`src/rtl/mstatus_pkg.sv`:
```
package mstatus_pkg;
  localparam int XW = 32;

  localparam int B_UIE  = 0;
  localparam int B_SIE  = 1;
  localparam int B_MIE  = 3;
  localparam int B_UPIE = 4;
  localparam int B_SPIE = 5;
  localparam int B_MPIE = 7;
  localparam int B_SPP  = 8;
  localparam int B_MPP  = 11;
  localparam int B_FS   = 13;
  localparam int B_XS   = 15;
  localparam int B_MPRV = 17;
  localparam int B_SUM  = 18;
  localparam int B_MXR  = 19;
  localparam int B_SD   = 31;

  typedef logic [1:0] priv_t;
  localparam priv_t PRIV_U   = 2'd0;
  localparam priv_t PRIV_S   = 2'd1;
  localparam priv_t PRIV_RSV = 2'd2;
  localparam priv_t PRIV_M   = 2'd3;

  localparam logic [1:0] FS_OFF   = 2'd0;
  localparam logic [1:0] FS_DIRTY = 2'd3;

  localparam logic [XW-1:0] M_WMASK    = 32'h000E_79AA;
  localparam logic [XW-1:0] S_VIEW     = 32'h800D_E133;
  localparam logic [XW-1:0] FLUSH_MASK = 32'h000E_1800;
  localparam logic [XW-1:0] RST_VAL    = {{(XW-B_MPP-2){1'b0}}, PRIV_M, {B_MPP{1'b0}}};
  localparam logic [XW-1:0] LIVE_MASK  = M_WMASK | (32'h3 << B_XS) | (32'h1 << B_SD);
endpackage

```
`src/rtl/mstatus_mpp_gate.sv`:
```
module mstatus_mpp_gate
  import mstatus_pkg::*;
#(
  parameter bit SUP_EN = 1'b1,
  parameter bit USR_EN = 1'b1
) (
  input  priv_t req_i,
  output logic  ok_o
);
  logic [3:0] ok_vec;

  for (genvar v = 0; v < 4; v++) begin : g_mode
    if (v == int'(PRIV_M)) begin : g_m
      assign ok_vec[v] = 1'b1;
    end else if (v == int'(PRIV_S)) begin : g_s
      assign ok_vec[v] = SUP_EN;
    end else if (v == int'(PRIV_U)) begin : g_u
      assign ok_vec[v] = USR_EN;
    end else begin : g_rsv
      assign ok_vec[v] = 1'b0;
    end
  end

  assign ok_o = ok_vec[req_i];
endmodule

```
`src/rtl/mstatus_next.sv`:
```
module mstatus_next
  import mstatus_pkg::*;
#(
  parameter bit SUP_EN = 1'b1,
  parameter bit USR_EN = 1'b1
) (
  input  logic [XW-1:0] old_i,
  input  logic [XW-1:0] wdata_i,
  input  logic          sup_view_i,
  output logic [XW-1:0] next_o
);
  logic [XW-1:0] merged;
  logic          mpp_ok;

  // supervisor data is folded into the old word, then takes the machine path
  assign merged = sup_view_i ? ((old_i & ~S_VIEW) | (wdata_i & S_VIEW)) : wdata_i;

  mstatus_mpp_gate #(.SUP_EN(SUP_EN), .USR_EN(USR_EN)) u_mpp (
    .req_i (merged[B_MPP+:2]),
    .ok_o  (mpp_ok)
  );

  always_comb begin
    next_o = (old_i & ~M_WMASK) | (merged & M_WMASK);
    if (!mpp_ok) next_o[B_MPP+:2] = old_i[B_MPP+:2];
    if (next_o[B_FS+:2] != FS_OFF) next_o[B_FS+:2] = FS_DIRTY;
    next_o[B_SD] = (next_o[B_FS+:2] == FS_DIRTY) || (next_o[B_XS+:2] == 2'b11);
  end
endmodule

```
`src/rtl/mstatus_state.sv`:
```
module mstatus_state
  import mstatus_pkg::*;
#(
  parameter bit SUP_EN = 1'b1,
  parameter bit USR_EN = 1'b1
) (
  input  logic          clk_i,
  input  logic          rst_ni,
  input  logic          wr_en_i,
  input  logic [XW-1:0] next_i,
  output logic [XW-1:0] q_o,
  output logic          flush_o
);
  logic [XW-1:0] q;
  logic          flush_q;

  always_ff @(posedge clk_i or negedge rst_ni) begin
    if (!rst_ni) begin
      q       <= RST_VAL;
      flush_q <= 1'b0;
    end else begin
      flush_q <= wr_en_i && (((next_i ^ q) & FLUSH_MASK) != '0);
      if (wr_en_i) q <= next_i;
    end
  end

  assign q_o     = q;
  assign flush_o = flush_q;

  p_rsv_zero_r1: assert property (@(posedge clk_i) disable iff (!rst_ni)
    (q & ~LIVE_MASK) == '0);

  p_mpp_legal_r2: assert property (@(posedge clk_i) disable iff (!rst_ni)
    (q[B_MPP+:2] != PRIV_RSV) && (SUP_EN || q[B_MPP+:2] != PRIV_S)
    && (USR_EN || q[B_MPP+:2] != PRIV_U));

  p_fs_two_state_r3: assert property (@(posedge clk_i) disable iff (!rst_ni)
    (q[B_FS+:2] == FS_OFF) || (q[B_FS+:2] == FS_DIRTY));

  p_sd_summary_r4: assert property (@(posedge clk_i) disable iff (!rst_ni)
    q[B_SD] == ((q[B_FS+:2] == FS_DIRTY) || (q[B_XS+:2] == 2'b11)));

  p_flush_on_change_r5: assert property (@(posedge clk_i) disable iff (!rst_ni)
    flush_q == (((q ^ $past(q)) & FLUSH_MASK) != '0));

  p_hold_idle_r10: assert property (@(posedge clk_i) disable iff (!rst_ni)
    !wr_en_i |=> ($stable(q) && !flush_q));
endmodule

```
`src/rtl/mach_status_unit.sv`:
```
module mach_status_unit
  import mstatus_pkg::*;
#(
  parameter bit SUP_EN = 1'b1,
  parameter bit USR_EN = 1'b1
) (
  input  logic          clk_i,
  input  logic          rst_ni,
  input  logic          m_we_i,
  input  logic [XW-1:0] m_wdata_i,
  input  logic          s_we_i,
  input  logic [XW-1:0] s_wdata_i,
  output logic [XW-1:0] m_rdata_o,
  output logic [XW-1:0] s_rdata_o,
  output logic          flush_o
);
  logic          wr_en;
  logic          sup_sel;
  logic [XW-1:0] wdata;
  logic [XW-1:0] cur;
  logic [XW-1:0] nxt;

  // machine write has priority
  assign wr_en   = m_we_i | s_we_i;
  assign sup_sel = s_we_i & ~m_we_i;
  assign wdata   = m_we_i ? m_wdata_i : s_wdata_i;

  mstatus_next #(.SUP_EN(SUP_EN), .USR_EN(USR_EN)) u_next (
    .old_i      (cur),
    .wdata_i    (wdata),
    .sup_view_i (sup_sel),
    .next_o     (nxt)
  );

  mstatus_state #(.SUP_EN(SUP_EN), .USR_EN(USR_EN)) u_state (
    .clk_i   (clk_i),
    .rst_ni  (rst_ni),
    .wr_en_i (wr_en),
    .next_i  (nxt),
    .q_o     (cur),
    .flush_o (flush_o)
  );

  assign m_rdata_o = cur;
  assign s_rdata_o = cur & S_VIEW;

  p_sup_view_r7: assert property (@(posedge clk_i) disable iff (!rst_ni)
    ((s_rdata_o & ~S_VIEW) == '0) && ((s_rdata_o ^ m_rdata_o) & S_VIEW) == '0);

  p_sup_keeps_mfields_r6: assert property (@(posedge clk_i) disable iff (!rst_ni)
    (s_we_i && !m_we_i) |=> (m_rdata_o[B_MPP+:2] == $past(m_rdata_o[B_MPP+:2]))
      && (m_rdata_o[B_MIE] == $past(m_rdata_o[B_MIE]))
      && (m_rdata_o[B_MPRV] == $past(m_rdata_o[B_MPRV])));
endmodule

```
`config.mk`:
```
export PLATFORM = sky130hd
export DESIGN_NAME = mach_status_unit
export DESIGN_NICKNAME = d
export VERILOG_FILES = /design/src/rtl/mstatus_pkg.sv /design/src/rtl/mstatus_mpp_gate.sv /design/src/rtl/mstatus_next.sv /design/src/rtl/mstatus_state.sv /design/src/rtl/mach_status_unit.sv
export SDC_FILE = /design/constraint.sdc
export NUM_CORES = 1
export LEC_CHECK = 0
export ABC_AREA = 0
export BUFFER_PORTS_ARGS = -buffer_cell sky130_fd_sc_hd__buf_2
export CAP_MARGIN = 40
export CORE_MARGIN = 2
export CORE_UTILIZATION = 28
export DETAILED_ROUTE_END_ITERATION = 8
export HOLD_SLACK_MARGIN = 0.12
export PLACE_DENSITY = 0.87
export REMOVE_ABC_BUFFERS = 1
export SLEW_MARGIN = 5
export SYNTH_ARGS = -nofsm -noshare
export SYNTH_HDL_FRONTEND = slang
export SYNTH_SLANG_ARGS = --single-unit
```
`constraint.sdc`:
```
create_clock -name clk_i -period 1.11 [get_ports clk_i]
set_input_delay 0.111 -clock clk_i [delete_from_list [all_inputs] [get_ports clk_i]]
set_output_delay 0.111 -clock clk_i [all_outputs]
set_load 0.1 [all_outputs]
```
==> out/results.ini, run 1 <==
[timing]
fin_crit_sh=1.09
hold_violations=0
fin_skew_ns=0.00205
drv_slew=0
worst_slack_ns=-0.0963
clock.fmax_ghz=0.829
rsz0062_at_grt=yes
finalSetupViolations=5
finalWorstPathRequiredPeriod_ns=1.21

[layout]
nets=238
area_growth_pct=61.9
final_common_cell=conb_1
fillers=319
final_area_um2=1610
final_core_util=0.479
final_cell_mix=43 x conb_1, 23 x buf_12, 22 x buf_2
final_layout_size_suffix_gt1_frac=0.408
diodes=0

[synthesis]
netlist_instances=111
yosysUniqueCellTypes=23
ys_seq_area_frac=0.304
avgSynthCellArea_um2=8.96
synth.ff_latch_count=12
yosysWarnings=0
netlist_area_um2=995

[critical_path]
cp_max_fo=3
crit_path_end_kind=output port
rr_worst_depth=5
worst_ep_arrival_time_ns=1.10
critPathLaunchType=register
critical_path_required_ns=1.00
worst-setup-path-type=register to output port

[routing]
via_per_inst=3.68
wl_per_cell_um=9.59
drt_first_pass_iters=3
ant_nets=0
drt_wl_total_mm=2.06
vias=792
drc=0
drt_iter0_drc=16

[power]
irDropWorstVdd_mv=0.785
powerDensity_nw_per_um2=1670
leakage_nw=0.815

[clocking]
clock_path_buffers=2
clock_latency_ns=0.27
cts_root_buf=clkbuf_4
clk_pin_slew_ns=0.08
cts_htree_levels=1
cts_tree=built
cts_made_buffers=3
cts.sinks=12

[place]
place_congestion=0.635
port_buffers=44
place_area_um2=1430
dp_hpwl_mm=1.63

[grt]
antenna_found_initial=0
use_met1=0.107
grtUsageMet3=0.0179
grt_overflow=0
grt_max_degree=13
grt_util_met2=0.189
grt-busiest-layer=met2
grt_pass1_wl_mm=3.18
grt_pass1_vias=708
track_usage=0.0988

[floorplanning]
fp.dieH_um=63.6
die-area_um2=4040
start_util=0.296
num_rows=21
core-area_um2=3360
io_pins=133
die_x_um=63.6

[status]
status=finished with violations
violations=setup timing

[worst_hold_path]
holdPathStages=3
hold_path_class=input port to register

[run]
cap_violations=0

[worst max-delay path: stages (launching register included)]
cell and delay (ns):
dfstp_2 0.56, buf_6 0.10, buf_12 0.16
[final timing paths]
check	slack, ns	start	to
setup / recovery	-0.1	u_state.q_o[12]$_DFFE_PN1P_	m_rdata_o[12]
hold / removal	0.13	s_wdata_i[8]	u_state.q_o[8]$_DFFE_PN0P_
setup reg to reg	-0.08	u_state.q_o[11]$_DFFE_PN1P_	u_state.flush_o$_DFF_PN0_
hold reg to reg	0.59	u_state.q_o[3]$_DFFE_PN0P_	u_state.q_o[3]$_DFFE_PN0P_
max in group asynchronous	0.59	rst_ni	u_state.q_o[12]$_DFFE_PN1P_
min in group asynchronous	0.24	rst_ni	u_state.q_o[17]$_DFFE_PN0P_
[sequential cells by signal, indices dropped and copies added, names as in the netlist]
name,cells
u_state.q_o,11
u_state.flush_o,1
[timing repair]
action / in CTS / in global routing
pin swaps: 1 / 1
hold endpoints to repair: 22 / 0
endpoints found under the setup margin: 11 / 14
setup buffers: 1 / 1
gates resized for setup: 4 / 2
hold buffers: 12 / 0
[cell type report]
| class | instances | area (µm²) | share of cell area |
|---|---|---|---|
| clock buffer | 4 | 26.3 | 0.0163 |
| timing repair buffer | 68 | 788 | 0.490 |
| multi-input combinational | 82 | 424 | 0.263 |
| inverter | 3 | 11.3 | 0.00699 |
| sequential | 12 | 303 | 0.188 |
| tap | 46 | 57.6 | 0.0357 |
[routing by layer]
metal,up-vias,share of wire
li1,376,-
met3,2,0.077
met4,0,0.0082
met2,47,0.57
met5,-,0
met1,367,0.34
[logic make-up after synthesis]
family,after synthesis,share of synthesized area
muxes,8,0.0843
AOI/OAI and AO/OA,17,0.101
and+or+nand+nor,11,0.0491
buffers and inverters,59,0.431
other,1,0.00377
xor gates and xnor gates,3,0.0264
DFF,12,0.304
[cells in the mapped netlist, drive strengths merged]
cell type	instances	area share
nor4	1	0.0063
conb	1	0.0038
mux2i	5	0.050
dfstp	2	0.053
a21boi	2	0.019
mux2	3	0.034
buf	55	0.42
xnor2	3	0.026
inv	3	0.011
a21oi	2	0.010
dfrtp	10	0.25
a2bb2oi	1	0.0088
o21ai	11	0.055
nand2	9	0.039
o31ai	1	0.0075
clkbuf	1	0.0038
nor2	1	0.0038
[report_power, final]
part	internal (mW)	leakage, nW	switching (mW)
registers	0.488	0.138	0.0520
logic	0.476	0.662	1.38
clock network	0.139	0.0150	0.147
total	1.10	0.815	1.58
[through the flow]
step / worst slack (ns) / power (mW) / TNS, ns / std cells / hold WS [ns]
2_1_floorplan: -3.32 / 1.82 / -31.30 / 97 / -0.185
3_3_place_gp: -0.0440 / 2.33 / -0.0440 / 197 / 0.00622
3_5_place_dp: -0.102 / 2.35 / -0.102 / 197 / 0.00879
4_1_cts: -0.0963 / 2.68 / -0.353 / 214 / 0.123
5_1_grt: -0.156 / 2.78 / -0.783 / 215 / 0.120
6_report: -0.0963 / 2.68 / -0.271 / 215 / 0.135
Note: power is estimated with default switching activity, not from simulation.
==> run 2, diff against run 1 <==
--- a/config.mk
+++ b/config.mk
@@ -8,11 +8,13 @@
 export ABC_AREA = 0
 export BUFFER_PORTS_ARGS = -buffer_cell sky130_fd_sc_hd__buf_2
 export CAP_MARGIN = 40
+export CELL_PAD_IN_SITES_DETAIL_PLACEMENT = 1
+export CELL_PAD_IN_SITES_GLOBAL_PLACEMENT = 2
 export CORE_MARGIN = 2
-export CORE_UTILIZATION = 28
+export CORE_UTILIZATION = 12
 export DETAILED_ROUTE_END_ITERATION = 8
 export HOLD_SLACK_MARGIN = 0.12
-export PLACE_DENSITY = 0.87
+export PLACE_DENSITY = 0.84
 export REMOVE_ABC_BUFFERS = 1
 export SLEW_MARGIN = 5
 export SYNTH_ARGS = -nofsm -noshare
==> run 2 against run 1 <==
The flow still finishes with violations (setup timing). Global-route usage is 4.6 points lower. Combinational power about the same. Die area increased by 120%. First-iteration DRC count decreased by 38%. Largest power group unchanged.
==> out/results.ini, run 2 (synthesized netlist as in run 1, its figures left out) <==
[floorplanning]
num_rows=33
die-area_um2=9030
io_pins=133
core-area_um2=8130
die_x_um=95.0
start_util=0.122
fp.dieH_um=95.0

[timing]
finalWorstPathRequiredPeriod_ns=1.17
hold_violations=0
clock.fmax_ghz=0.853
fin_crit_sh=1.06
fin_hold_ws_ns=0.129
drv_slew=0
rsz0062_at_grt=yes
finalSetupViolations=3
worst_slack_ns=-0.0617
fin_skew_ns=0.00312

[clocking]
cts_root_buf=clkbuf_8
cts_tree=built
cts.sinks=12
cts_htree_levels=1
cts_made_buffers=3
clock_path_buffers=2
clk_pin_slew_ns=0.06
clock_latency_ns=0.24

[layout]
fillers=934
final_common_cell=conb_1
largest_reg_flops=11
final_layout_size_suffix_gt1_frac=0.429
final_core_util=0.205
diodes=0
final_area_um2=1670
area_growth_pct=67.4
nets=232
final_cell_mix=43 x conb_1, 23 x buf_12, 22 x buf_2

[grt]
antenna_found_initial=0
grt_overflow=0
grt_pass1_wl_mm=3.71
track_usage=0.0526
grt_pass1_vias=796
grt_max_degree=13

[critical_path]
worst_ep_arrival_time_ns=1.06
worst-setup-path-type=register to output port
crit_path_end_kind=output port
critical_path_required_ns=1.00
cp_max_fo=3
critPathLaunchType=register
crit-reg2reg-launch=u_state.q_o[12]$_DFFE_PN1P_
rr_worst_depth=5
r2r_end=u_state.flush_o$_DFF_PN0_
rrSetupSlack_ns=-0.01

[power]
leakage_nw=0.802
powerDensity_nw_per_um2=1730
total_power_mw=2.87
irDropWorstVdd_mv=0.637
clock_power_share=0.170
seq_power_share=0.188
intPower_mw=1.26
p_switching_mw=1.62
combPwrFrac=0.643
sw_frac_of_total=0.562

[routing]
drc=0
ant_nets=0
vias=764
drt_wl_total_mm=2.40
wl_per_cell_um=8.97
drt_iter0_drc=10
drt_first_pass_iters=2
via_per_inst=2.85

[worst_hold_path]
holdPathStages=2
hp-start=m_wdata_i[12]
whs_endpoint=u_state.q_o[12]$_DFFE_PN1P_
hold_path_class=input port to register

[place]
place_congestion=0.637
place_area_um2=1500
port_buffers=44
dp_hpwl_mm=1.99
preCtsSetupSlack_ns=-0.105

[status]
status=finished with violations
violations=setup timing

[run]
cap_violations=0

==> run 2: cell count changes in the layout (fill, tap and decap cells not counted), sizes merged <==
cell / before / now
dlygate4sd3: 12 / 8
buf: 56 / 54
==> run 2: cell type report <==
type                       instances  area [µm²]  area share
tap                              105         131      0.0789
inverter                           3        11.3     0.00676
timing repair buffer              62         729       0.438
sequential                        12         303       0.182
clock buffer                       4        55.1      0.0331
multi-input combinational         82         435       0.261
==> run 2: routing by layer <==
layer	part of all wire	routed length, µm	GRT usage	up-vias
met5	0	0	0	-
met4	0	0	0.0181	0
met3	0.062	149	0.00711	0
met2	0.58	1400	0.102	44
met1	0.36	856	0.0585	358
li1	-	-	-	362
==> run 2: power groups by stage <==
stage	Clock (mW)	Sequential, mW	Combinational [mW]
CTS	0.505	0.542	1.85
floorplan	0	1.11	0.717
global route	0.521	0.547	1.90
detailed placement	0	0.547	1.81
finish	0.488	0.539	1.85
global placement	0	0.542	1.80
==> run 2: metrics by stage <==
stage	instances	setup TNS, ns
final	268	-0.126
after global placement	255	-0.0773
after CTS	268	-0.182
after global routing	268	-0.373
after floorplan	97	-31.30
after detailed placement	255	-0.105
==> run 2: worst max path at each step <==
stage / start / end / slack (ns) / cells after the start
4_1_cts: u_state.q_o[12]$_DFFE_PN1P_ / m_rdata_o[12] / -0.08 / 2
3_5_place_dp: u_state.q_o[12]$_DFFE_PN1P_ / u_state.flush_o$_DFF_PN0_ / -0.10 / 5
6_report: u_state.q_o[12]$_DFFE_PN1P_ / m_rdata_o[12] / -0.06 / 2
2_1_floorplan: u_state.q_o[13]$_DFFE_PN0P_ / u_state.q_o[13]$_DFFE_PN0P_ / -3.32 / 2
3_3_place_gp: u_state.q_o[12]$_DFFE_PN1P_ / u_state.flush_o$_DFF_PN0_ / -0.08 / 5
5_1_grt: u_state.q_o[12]$_DFFE_PN1P_ / m_rdata_o[12] / -0.10 / 2
==> run 2: worst max-delay path: stages (launching register included) <==
cell,delay [ns]
dfstp_2,0.56
buf_6,0.10
buf_12,0.16
==> run 2: what timing repair did <==
item / in CTS / in global routing
gates resized for setup: 5 / 2
setup buffers: 1 / 0
hold buffers: 8 / 0
setup endpoints to repair: 9 / 9
hold endpoints to repair: 19 / 0
pin swaps: 2 / 1
